<file path="src/rtl/chseq_pkg.sv">
package chseq_pkg;

    typedef enum logic [1:0] {
        ST_IDLE  = 2'd0,
        ST_FETCH = 2'd1,
        ST_EXEC  = 2'd2,
        ST_MEM   = 2'd3
    } seq_state_e;

    typedef enum logic [3:0] {
        K_BAD, K_MOV, K_LP, K_LPEND, K_LD, K_ST, K_WFP, K_SEV, K_END
    } ins_kind_e;

    localparam logic [7:0] TGT_SRC = 8'd0;
    localparam logic [7:0] TGT_CFG = 8'd1;
    localparam logic [7:0] TGT_DST = 8'd2;

    localparam logic [1:0] SZ_BAD = 2'd3;

endpackage

</file>
<file path="src/rtl/chseq_decode.sv">
module chseq_decode
    import chseq_pkg::*;
(
    input  logic [7:0] op_i,
    output ins_kind_e  kind_o,
    output logic [2:0] len_o,
    output logic       sel_o,
    output logic       burst_o
);

    always_comb begin
        kind_o  = K_BAD;
        len_o   = 3'd1;
        sel_o   = 1'b0;
        burst_o = 1'b0;
        casez (op_i)
            8'hBC: begin
                kind_o = K_MOV;
                len_o  = 3'd6;
            end
            8'b0010_00?0: begin
                kind_o = K_LP;
                len_o  = 3'd2;
                sel_o  = op_i[1];
            end
            8'b0011_1??1: begin
                kind_o  = K_LPEND;
                len_o   = 3'd2;
                sel_o   = op_i[2];
                burst_o = op_i[1];
            end
            8'b0000_01?1: begin
                kind_o  = K_LD;
                burst_o = op_i[1];
            end
            8'b0000_10?1: begin
                kind_o  = K_ST;
                burst_o = op_i[1];
            end
            8'b0011_00??: begin
                kind_o = K_WFP;
                len_o  = 3'd2;
            end
            8'h34: begin
                kind_o = K_SEV;
                len_o  = 3'd2;
            end
            8'h00: kind_o = K_END;
            default: kind_o = K_BAD;
        endcase
    end

endmodule

</file>
<file path="src/rtl/chseq_loops.sv">
module chseq_loops #(
    parameter int NLOOP = 2,
    parameter int CW    = 8,
    localparam int SELW = (NLOOP > 1) ? $clog2(NLOOP) : 1
) (
    input  logic                      clk,
    input  logic                      rst_n,
    input  logic                      ld_en,
    input  logic                      dec_en,
    input  logic [SELW-1:0]           sel,
    input  logic [CW-1:0]             ld_val,
    output logic [NLOOP-1:0][CW-1:0]  cnt_o
);

    for (genvar g = 0; g < NLOOP; g++) begin : g_ctr
        logic [CW-1:0] cnt_d, cnt_q;
        logic          hit;

        assign hit = (sel == SELW'(g));

        always_comb begin
            cnt_d = cnt_q;
            if (ld_en && hit) begin
                cnt_d = ld_val;
            end else if (dec_en && hit) begin
                cnt_d = cnt_q - CW'(1);
            end
        end

        always_ff @(posedge clk or negedge rst_n) begin
            if (!rst_n) cnt_q <= '0;
            else        cnt_q <= cnt_d;
        end

        assign cnt_o[g] = cnt_q;

        // a counter is never stepped below zero
        p_no_underflow_r5: assert property (@(posedge clk) disable iff (!rst_n)
            (dec_en && hit) |-> (cnt_q != '0));
    end

endmodule

</file>
<file path="src/rtl/chan_sequencer.sv">
module chan_sequencer
    import chseq_pkg::*;
#(
    parameter int AW      = 8,
    parameter int DW      = 32,
    parameter int NPERIPH = 32
) (
    input  logic               clk,
    input  logic               rst_n,
    input  logic               start,
    input  logic [AW-1:0]      start_addr,
    output logic [AW-1:0]      imem_addr,
    input  logic [7:0]         imem_rdata,
    input  logic [NPERIPH-1:0] periph_req,
    output logic               evt_valid,
    output logic [4:0]         evt_num,
    output logic               mreq_valid,
    output logic               mreq_write,
    output logic               mreq_burst,
    output logic [1:0]         mreq_size,
    output logic [DW-1:0]      mreq_addr,
    input  logic               mreq_ack,
    output logic               busy,
    output logic               done,
    output logic               fault
);

    localparam int NLOOP = 2;
    localparam int CW    = 8;
    localparam int NARG  = 5;

    typedef struct packed {
        seq_state_e            st;
        logic [AW-1:0]         pc;
        logic [AW-1:0]         ipc;
        logic [2:0]            bidx;
        logic [7:0]            op;
        logic [NARG-1:0][7:0]  b;
        logic [5:0]            cfg;
        logic [DW-1:0]         src;
        logic [DW-1:0]         dst;
        logic                  evt_v;
        logic [4:0]            evt_n;
        logic                  done;
        logic                  fault;
        logic                  mwr;
        logic                  mburst;
    } seq_regs_t;

    seq_regs_t r_d, r_q;

    // decoder input: the fresh opcode byte on the first fetch cycle,
    // the held opcode otherwise
    logic [7:0] dec_op;
    ins_kind_e  kind;
    logic [2:0] ilen;
    logic       lsel;
    logic       lburst;

    assign dec_op = (r_q.st == ST_FETCH && r_q.bidx == 3'd0) ? imem_rdata : r_q.op;

    chseq_decode i_dec (
        .op_i    (dec_op),
        .kind_o  (kind),
        .len_o   (ilen),
        .sel_o   (lsel),
        .burst_o (lburst)
    );

    logic                     lp_ld, lp_dec;
    logic [NLOOP-1:0][CW-1:0] lp_cnt;

    chseq_loops #(.NLOOP(NLOOP), .CW(CW)) i_loops (
        .clk    (clk),
        .rst_n  (rst_n),
        .ld_en  (lp_ld),
        .dec_en (lp_dec),
        .sel    (lsel),
        .ld_val (r_q.b[0]),
        .cnt_o  (lp_cnt)
    );

    logic [31:0]   imm;
    logic [31:0]   preq_ext;
    logic [4:0]    pidx;
    logic [DW-1:0] step;
    logic          size_ok;

    assign imm     = {r_q.b[4], r_q.b[3], r_q.b[2], r_q.b[1]};
    assign pidx    = r_q.b[0][7:3];
    assign step    = DW'(1) << r_q.cfg[2:1];
    assign size_ok = (r_q.cfg[2:1] == r_q.cfg[5:4]) && (r_q.cfg[2:1] != SZ_BAD);

    always_comb begin
        preq_ext = '0;
        preq_ext[NPERIPH-1:0] = periph_req;
    end

    always_comb begin
        r_d       = r_q;
        r_d.evt_v = 1'b0;
        lp_ld     = 1'b0;
        lp_dec    = 1'b0;
        unique case (r_q.st)
            ST_IDLE: begin
                if (start) begin
                    r_d.st    = ST_FETCH;
                    r_d.pc    = start_addr;
                    r_d.bidx  = 3'd0;
                    r_d.done  = 1'b0;
                    r_d.fault = 1'b0;
                end
            end
            ST_FETCH: begin
                r_d.pc = r_q.pc + AW'(1);
                if (r_q.bidx == 3'd0) begin
                    r_d.op  = imem_rdata;
                    r_d.ipc = r_q.pc;
                    if (kind == K_BAD) begin
                        r_d.st    = ST_IDLE;
                        r_d.fault = 1'b1;
                        r_d.pc    = r_q.pc;
                    end else if (ilen == 3'd1) begin
                        r_d.st = ST_EXEC;
                    end else begin
                        r_d.bidx = 3'd1;
                    end
                end else begin
                    r_d.b[3'(r_q.bidx - 3'd1)] = imem_rdata;
                    if (r_q.bidx == ilen - 3'd1) begin
                        r_d.st   = ST_EXEC;
                        r_d.bidx = 3'd0;
                    end else begin
                        r_d.bidx = r_q.bidx + 3'd1;
                    end
                end
            end
            ST_EXEC: begin
                r_d.st = ST_FETCH;
                case (kind)
                    K_MOV: begin
                        case (r_q.b[0])
                            TGT_SRC: r_d.src = imm[DW-1:0];
                            TGT_CFG: r_d.cfg = imm[5:0];
                            TGT_DST: r_d.dst = imm[DW-1:0];
                            default: begin
                                r_d.st    = ST_IDLE;
                                r_d.fault = 1'b1;
                            end
                        endcase
                    end
                    K_LP: lp_ld = 1'b1;
                    K_LPEND: begin
                        if (lp_cnt[lsel] != '0) begin
                            lp_dec = 1'b1;
                            r_d.pc = r_q.ipc - AW'(r_q.b[0]);
                        end
                    end
                    K_LD, K_ST: begin
                        if (size_ok) begin
                            r_d.st     = ST_MEM;
                            r_d.mwr    = (kind == K_ST);
                            r_d.mburst = lburst;
                        end else begin
                            r_d.st    = ST_IDLE;
                            r_d.fault = 1'b1;
                        end
                    end
                    K_WFP: begin
                        if (!preq_ext[pidx]) r_d.st = ST_EXEC;
                    end
                    K_SEV: begin
                        r_d.evt_v = 1'b1;
                        r_d.evt_n = pidx;
                    end
                    K_END: begin
                        r_d.st   = ST_IDLE;
                        r_d.done = 1'b1;
                    end
                    default: begin
                        r_d.st    = ST_IDLE;
                        r_d.fault = 1'b1;
                    end
                endcase
            end
            ST_MEM: begin
                if (mreq_ack) begin
                    r_d.st = ST_FETCH;
                    if (!r_q.mwr && r_q.cfg[0]) r_d.src = r_q.src + step;
                    if (r_q.mwr && r_q.cfg[3])  r_d.dst = r_q.dst + step;
                end
            end
            default: r_d.st = ST_IDLE;
        endcase
    end

    always_ff @(posedge clk or negedge rst_n) begin
        if (!rst_n) begin
            r_q    <= '0;
            r_q.st <= ST_IDLE;
        end else begin
            r_q <= r_d;
        end
    end

    assign imem_addr  = r_q.pc;
    assign busy       = (r_q.st != ST_IDLE);
    assign done       = r_q.done;
    assign fault      = r_q.fault;
    assign evt_valid  = r_q.evt_v;
    assign evt_num    = r_q.evt_n;
    assign mreq_valid = (r_q.st == ST_MEM);
    assign mreq_write = r_q.mwr;
    assign mreq_burst = r_q.mburst;
    assign mreq_size  = r_q.cfg[2:1];
    assign mreq_addr  = r_q.mwr ? r_q.dst : r_q.src;

    // an unacknowledged request holds its fields
    p_req_hold_r6: assert property (@(posedge clk) disable iff (!rst_n)
        (mreq_valid && !mreq_ack) |=> (mreq_valid && $stable(mreq_addr)
                                       && $stable(mreq_write) && $stable(mreq_burst)));

    // a request only exists while running
    p_req_busy_r2: assert property (@(posedge clk) disable iff (!rst_n)
        mreq_valid |-> busy);

    // event lasts one cycle
    p_evt_pulse_r10: assert property (@(posedge clk) disable iff (!rst_n)
        evt_valid |=> !evt_valid);

    // a normal end never coexists with a fault
    p_end_excl_r11: assert property (@(posedge clk) disable iff (!rst_n)
        !(done && fault));

    // a fault stops the channel
    p_fault_stops_r12: assert property (@(posedge clk) disable iff (!rst_n)
        $rose(fault) |-> !busy);

endmodule

</file>
<file path="config.mk">
export PLATFORM = sky130hd
export DESIGN_NAME = chan_sequencer
export DESIGN_NICKNAME = d
export VERILOG_FILES = /design/src/rtl/chseq_pkg.sv /design/src/rtl/chseq_decode.sv /design/src/rtl/chseq_loops.sv /design/src/rtl/chan_sequencer.sv
export SDC_FILE = /design/constraint.sdc
export NUM_CORES = 1
export LEC_CHECK = 0
export ABC_CLOCK_PERIOD_IN_PS = 5700
export BUFFER_PORTS_ARGS = -buffer_cell sky130_fd_sc_hd__buf_2
export CORE_UTILIZATION = 40
export DETAILED_ROUTE_END_ITERATION = 8
export PLACE_DENSITY = 0.59
export SKIP_LAST_GASP = 1
export SYNTH_ARGS = -nofsm -noshare
export SYNTH_HDL_FRONTEND = slang
export SYNTH_HIERARCHICAL = 1
export SYNTH_SLANG_ARGS = --single-unit
</file>
<file path="constraint.sdc">
create_clock -name clk -period 5.7 [get_ports clk]
set_input_delay 1.14 -clock clk [delete_from_list [all_inputs] [get_ports clk]]
set_output_delay 1.14 -clock clk [all_outputs]
set_load 0.05 [all_outputs]
</file>
==> flow_summary.toml <==
[pwr]
p_leak_uw = 0.00517
power_switching_uw = 2040
p_clk_share_pct = 24.1
power_switching_share_pct = 40.6
cellPowerDensity_nw_per_um2 = 413
ir_drop_mv = 0.304
internal-power_uw = 2980
p_seq_share_pct = 37.4
comb_power_share_pct = 38.5

[min_path]
hp-class = "reg2reg"
hp-start = "evt_num[1]$_DFFE_PN0P_"
holdPathEnd = "evt_num[1]$_DFFE_PN0P_"
whs_path_depth = 2

[final_layout]
fin_nets = 1309
fin_area_sq_um = 12100
num_antenna_cells = 0
layout_commonest_cell = "dfrtp_1"
layout_common_cells = "dfrtp_1 (165), buf_2 (104), nand2_1 (96)"
area_delta_synth_final_pct = 12.5
drive_above_1_share_pct = 22.7

[setup_path]
cpMaxStageDelayCell = "o41a_1"
arrival_ns = 5.69
timing.rr.start = "r_q[128]$_DFFE_PN0P_"
worstSetupEndpointType = "flip-flop"
cp-startpoint = "r_q[128]$_DFFE_PN0P_"
ff2ff_setup_slack_ns = 0.37
critPathTopFamily = "simple AND/OR/NAND/NOR gates"
cp_cell_sequence = "inv_1 -> ha_1 -> nor2b_1 -> nand2_1 -> mux2_2 -> nor3b_1 -> nand2_1 -> o22a_2 -> o31ai_1 -> nor4b_2 -> nand4_1 -> o41a_1 -> buf_4 -> or3_1 -> or3_1 -> nand3_1"
rr_endpoint = "r_q[73]$_DFFE_PN0P_"
cp_num_buf_inv = 2
cp_max_fo = 20
cp_data_required_time_ns = 6.06
crit_type = "reg2reg"
start_kind = "flip-flop"
rr_worst_depth = 16
cpPeakStageDelay_ns = 0.49

[die]
ioPinCount = 106
die_h_um = 166
core_region_area_sq_um = 26300
num_rows = 59
die_w_um = 166
start_util_pct = 41.1
die_area_sq_um = 27600

[sta]
worst-slew-pin-transition_ns = 1.08
fin_crit_sh_pct = 93.4
clock_skew_ns = 0.0136
max_freq_mhz = 188
rsz0062_at_grt = "yes"
max_slew_margin_pct = 27.6
finalCriticalPeriod_ns = 5.33
fin_tns_setup_ns = 0
slew_violations = 0
setup_viol = 0
hold_viol_final = 0

[logic_synthesis]
syn_inst = 1170
synth_area_sq_um = 10800
synth_nets = 1248
synth_edf_count = 0
yosys.cell_types.count = 82
synth_flop_cell = "dfrtp_1"
yosys_warnings = 6
ys_seq_elements = 165
syn_area_per_cell_sq_um = 9.22
synth_seq_area_share_pct = 38.3
async_flop_share_pct = 100

[place]
portBuffers = 105
hpwl_um = 22200
place_congestion = 0.874
placed_cell_area_sq_um = 11500

[clocking]
postCtsHoldBufs = 0
cts_tree = "done"
cts.sink_count = 165
clk_latency_ns = 0.43
clk_pin_slew_ns = 0.07
cts_htree_levels = 4
clock_path_buffers = 2
cts_inserted_buffers = 17
clock-root-buffer = "clkbuf_16"

[routing]
drt_iter0_markers = 840
drc = 4
routed_via_density = 5.93
num_vias = 9371
first_pass_iters = 7
wl_per_cell_um = 19.7
wl_um = 31100
drtAntennaViolNets = 0

[grt]
antenna_found_initial = 0
track_usage_pct = 23.3
overflow = 0
grt_pass1_wl_um = 51000
grt_pass1_vias = 9048
grt_start_max_net_pins = 73

[status]
violations = "design-rule violations"
outcome = "complete, but fails checks"

[run]
cap_violations = 0
per-layer routing:
metal	wire [um]	track usage, %
met1	15000	33.8
met2	14000	35.8
met3	1560	3.69
met4	573	6.68
met5	0	0
cells in the mapped netlist (12+ instances only):
cell	count	area share (%)
a21oi_1	65	3.0
a22oi_1	25	1.7
and3_1	24	1.4
buf_4	17	1.2
clkbuf_1	59	2.1
dfrtp_1	165	38
ha_1	25	2.9
inv_1	39	1.4
mux2_2	88	9.2
mux2i_1	35	3.2
nand2_1	96	3.3
nand3_1	37	1.7
nand4_1	24	1.4
nor2_1	81	2.8
nor2b_1	16	0.93
nor3_1	33	1.5
nor4_1	13	0.75
o21ai_0	89	4.1
o22ai_1	23	1.3
or3_1	12	0.70
registers in the layout (all words and copies together) (netlist names):
signal,flops
done,1
evt_num,5
evt_valid,1
fault,1
i_loops/g_ctr.cnt_q,16
imem_addr,8
imm,32
mreq_burst,1
mreq_size,2
mreq_write,1
pidx,5
r_q,92
power by group through the flow:
stage	clock network (uW)	registers (uW)	logic [uW]
3_5_place_dp	0	1890	1920
6_report	1210	1870	1930
4_1_cts	1230	1870	1940
2_1_floorplan	0	1680	1590
3_3_place_gp	0	1890	1900
5_1_grt	1270	1920	2150
cells by family after synthesis:
logic type,after synthesis,synth area share [%]
simple gates,390,19.0
compound gates,311,18.6
flops,165,38.3
mux,133,14.5
buf+inv,127,5.11
fa+ha+maj,26,3.08
xor+xnor,18,1.46
cell type report:
type                       instances  area [sq um]
multi-input combinational        878          6140
inverter                          41           154
sequential                       165          4130
tap                              335           419
clock buffer                      20           457
fill                            2532         14100
clock inverter                    12           139
timing repair buffer             128           704
stage by stage:
step                total power (uW)  worst slack (ns)  util, %  cells  hold slack, ns
finish                          5010             0.374     46.2   1579           0.488
global placement                3780             0.571     43.9   1547           0.464
CTS                             5030             0.412     46.2   1579           0.495
detailed placement              3810             0.441     43.9   1547           0.475
floorplan                       3270             0.575        -   1170           0.451
global route                    5340          -0.00686     46.2   1579           0.528
what timing repair did:
action | CTS | global route
buffers inserted | 0 | 0
resized for setup | 0 | 0
endpoints found under the setup margin | 0 | 1
worst max path at each step:
stage                           endpoint  slack [ns]  cells past startpoint
floorplan           r_q[148]$_DFFE_PN0P_        0.57                     18
global placement    r_q[148]$_DFFE_PN0P_        0.57                     16
detailed placement  r_q[148]$_DFFE_PN0P_        0.44                     16
CTS                 r_q[148]$_DFFE_PN0P_        0.41                     16
global route         r_q[73]$_DFFE_PN0P_      -0.007                     16
finish               r_q[73]$_DFFE_PN0P_        0.37                     16
worst register-to-register path, delay by kind of cell (launching register included):
family	cells	cell delay (ns)
fa+ha+maj	1	0.22
compound gates	3	1.12
buf+inv	2	0.40
simple gates	9	2.63
flops	1	0.47
mux	1	0.40
No activity file was read; power rests on OpenSTA's default activity.
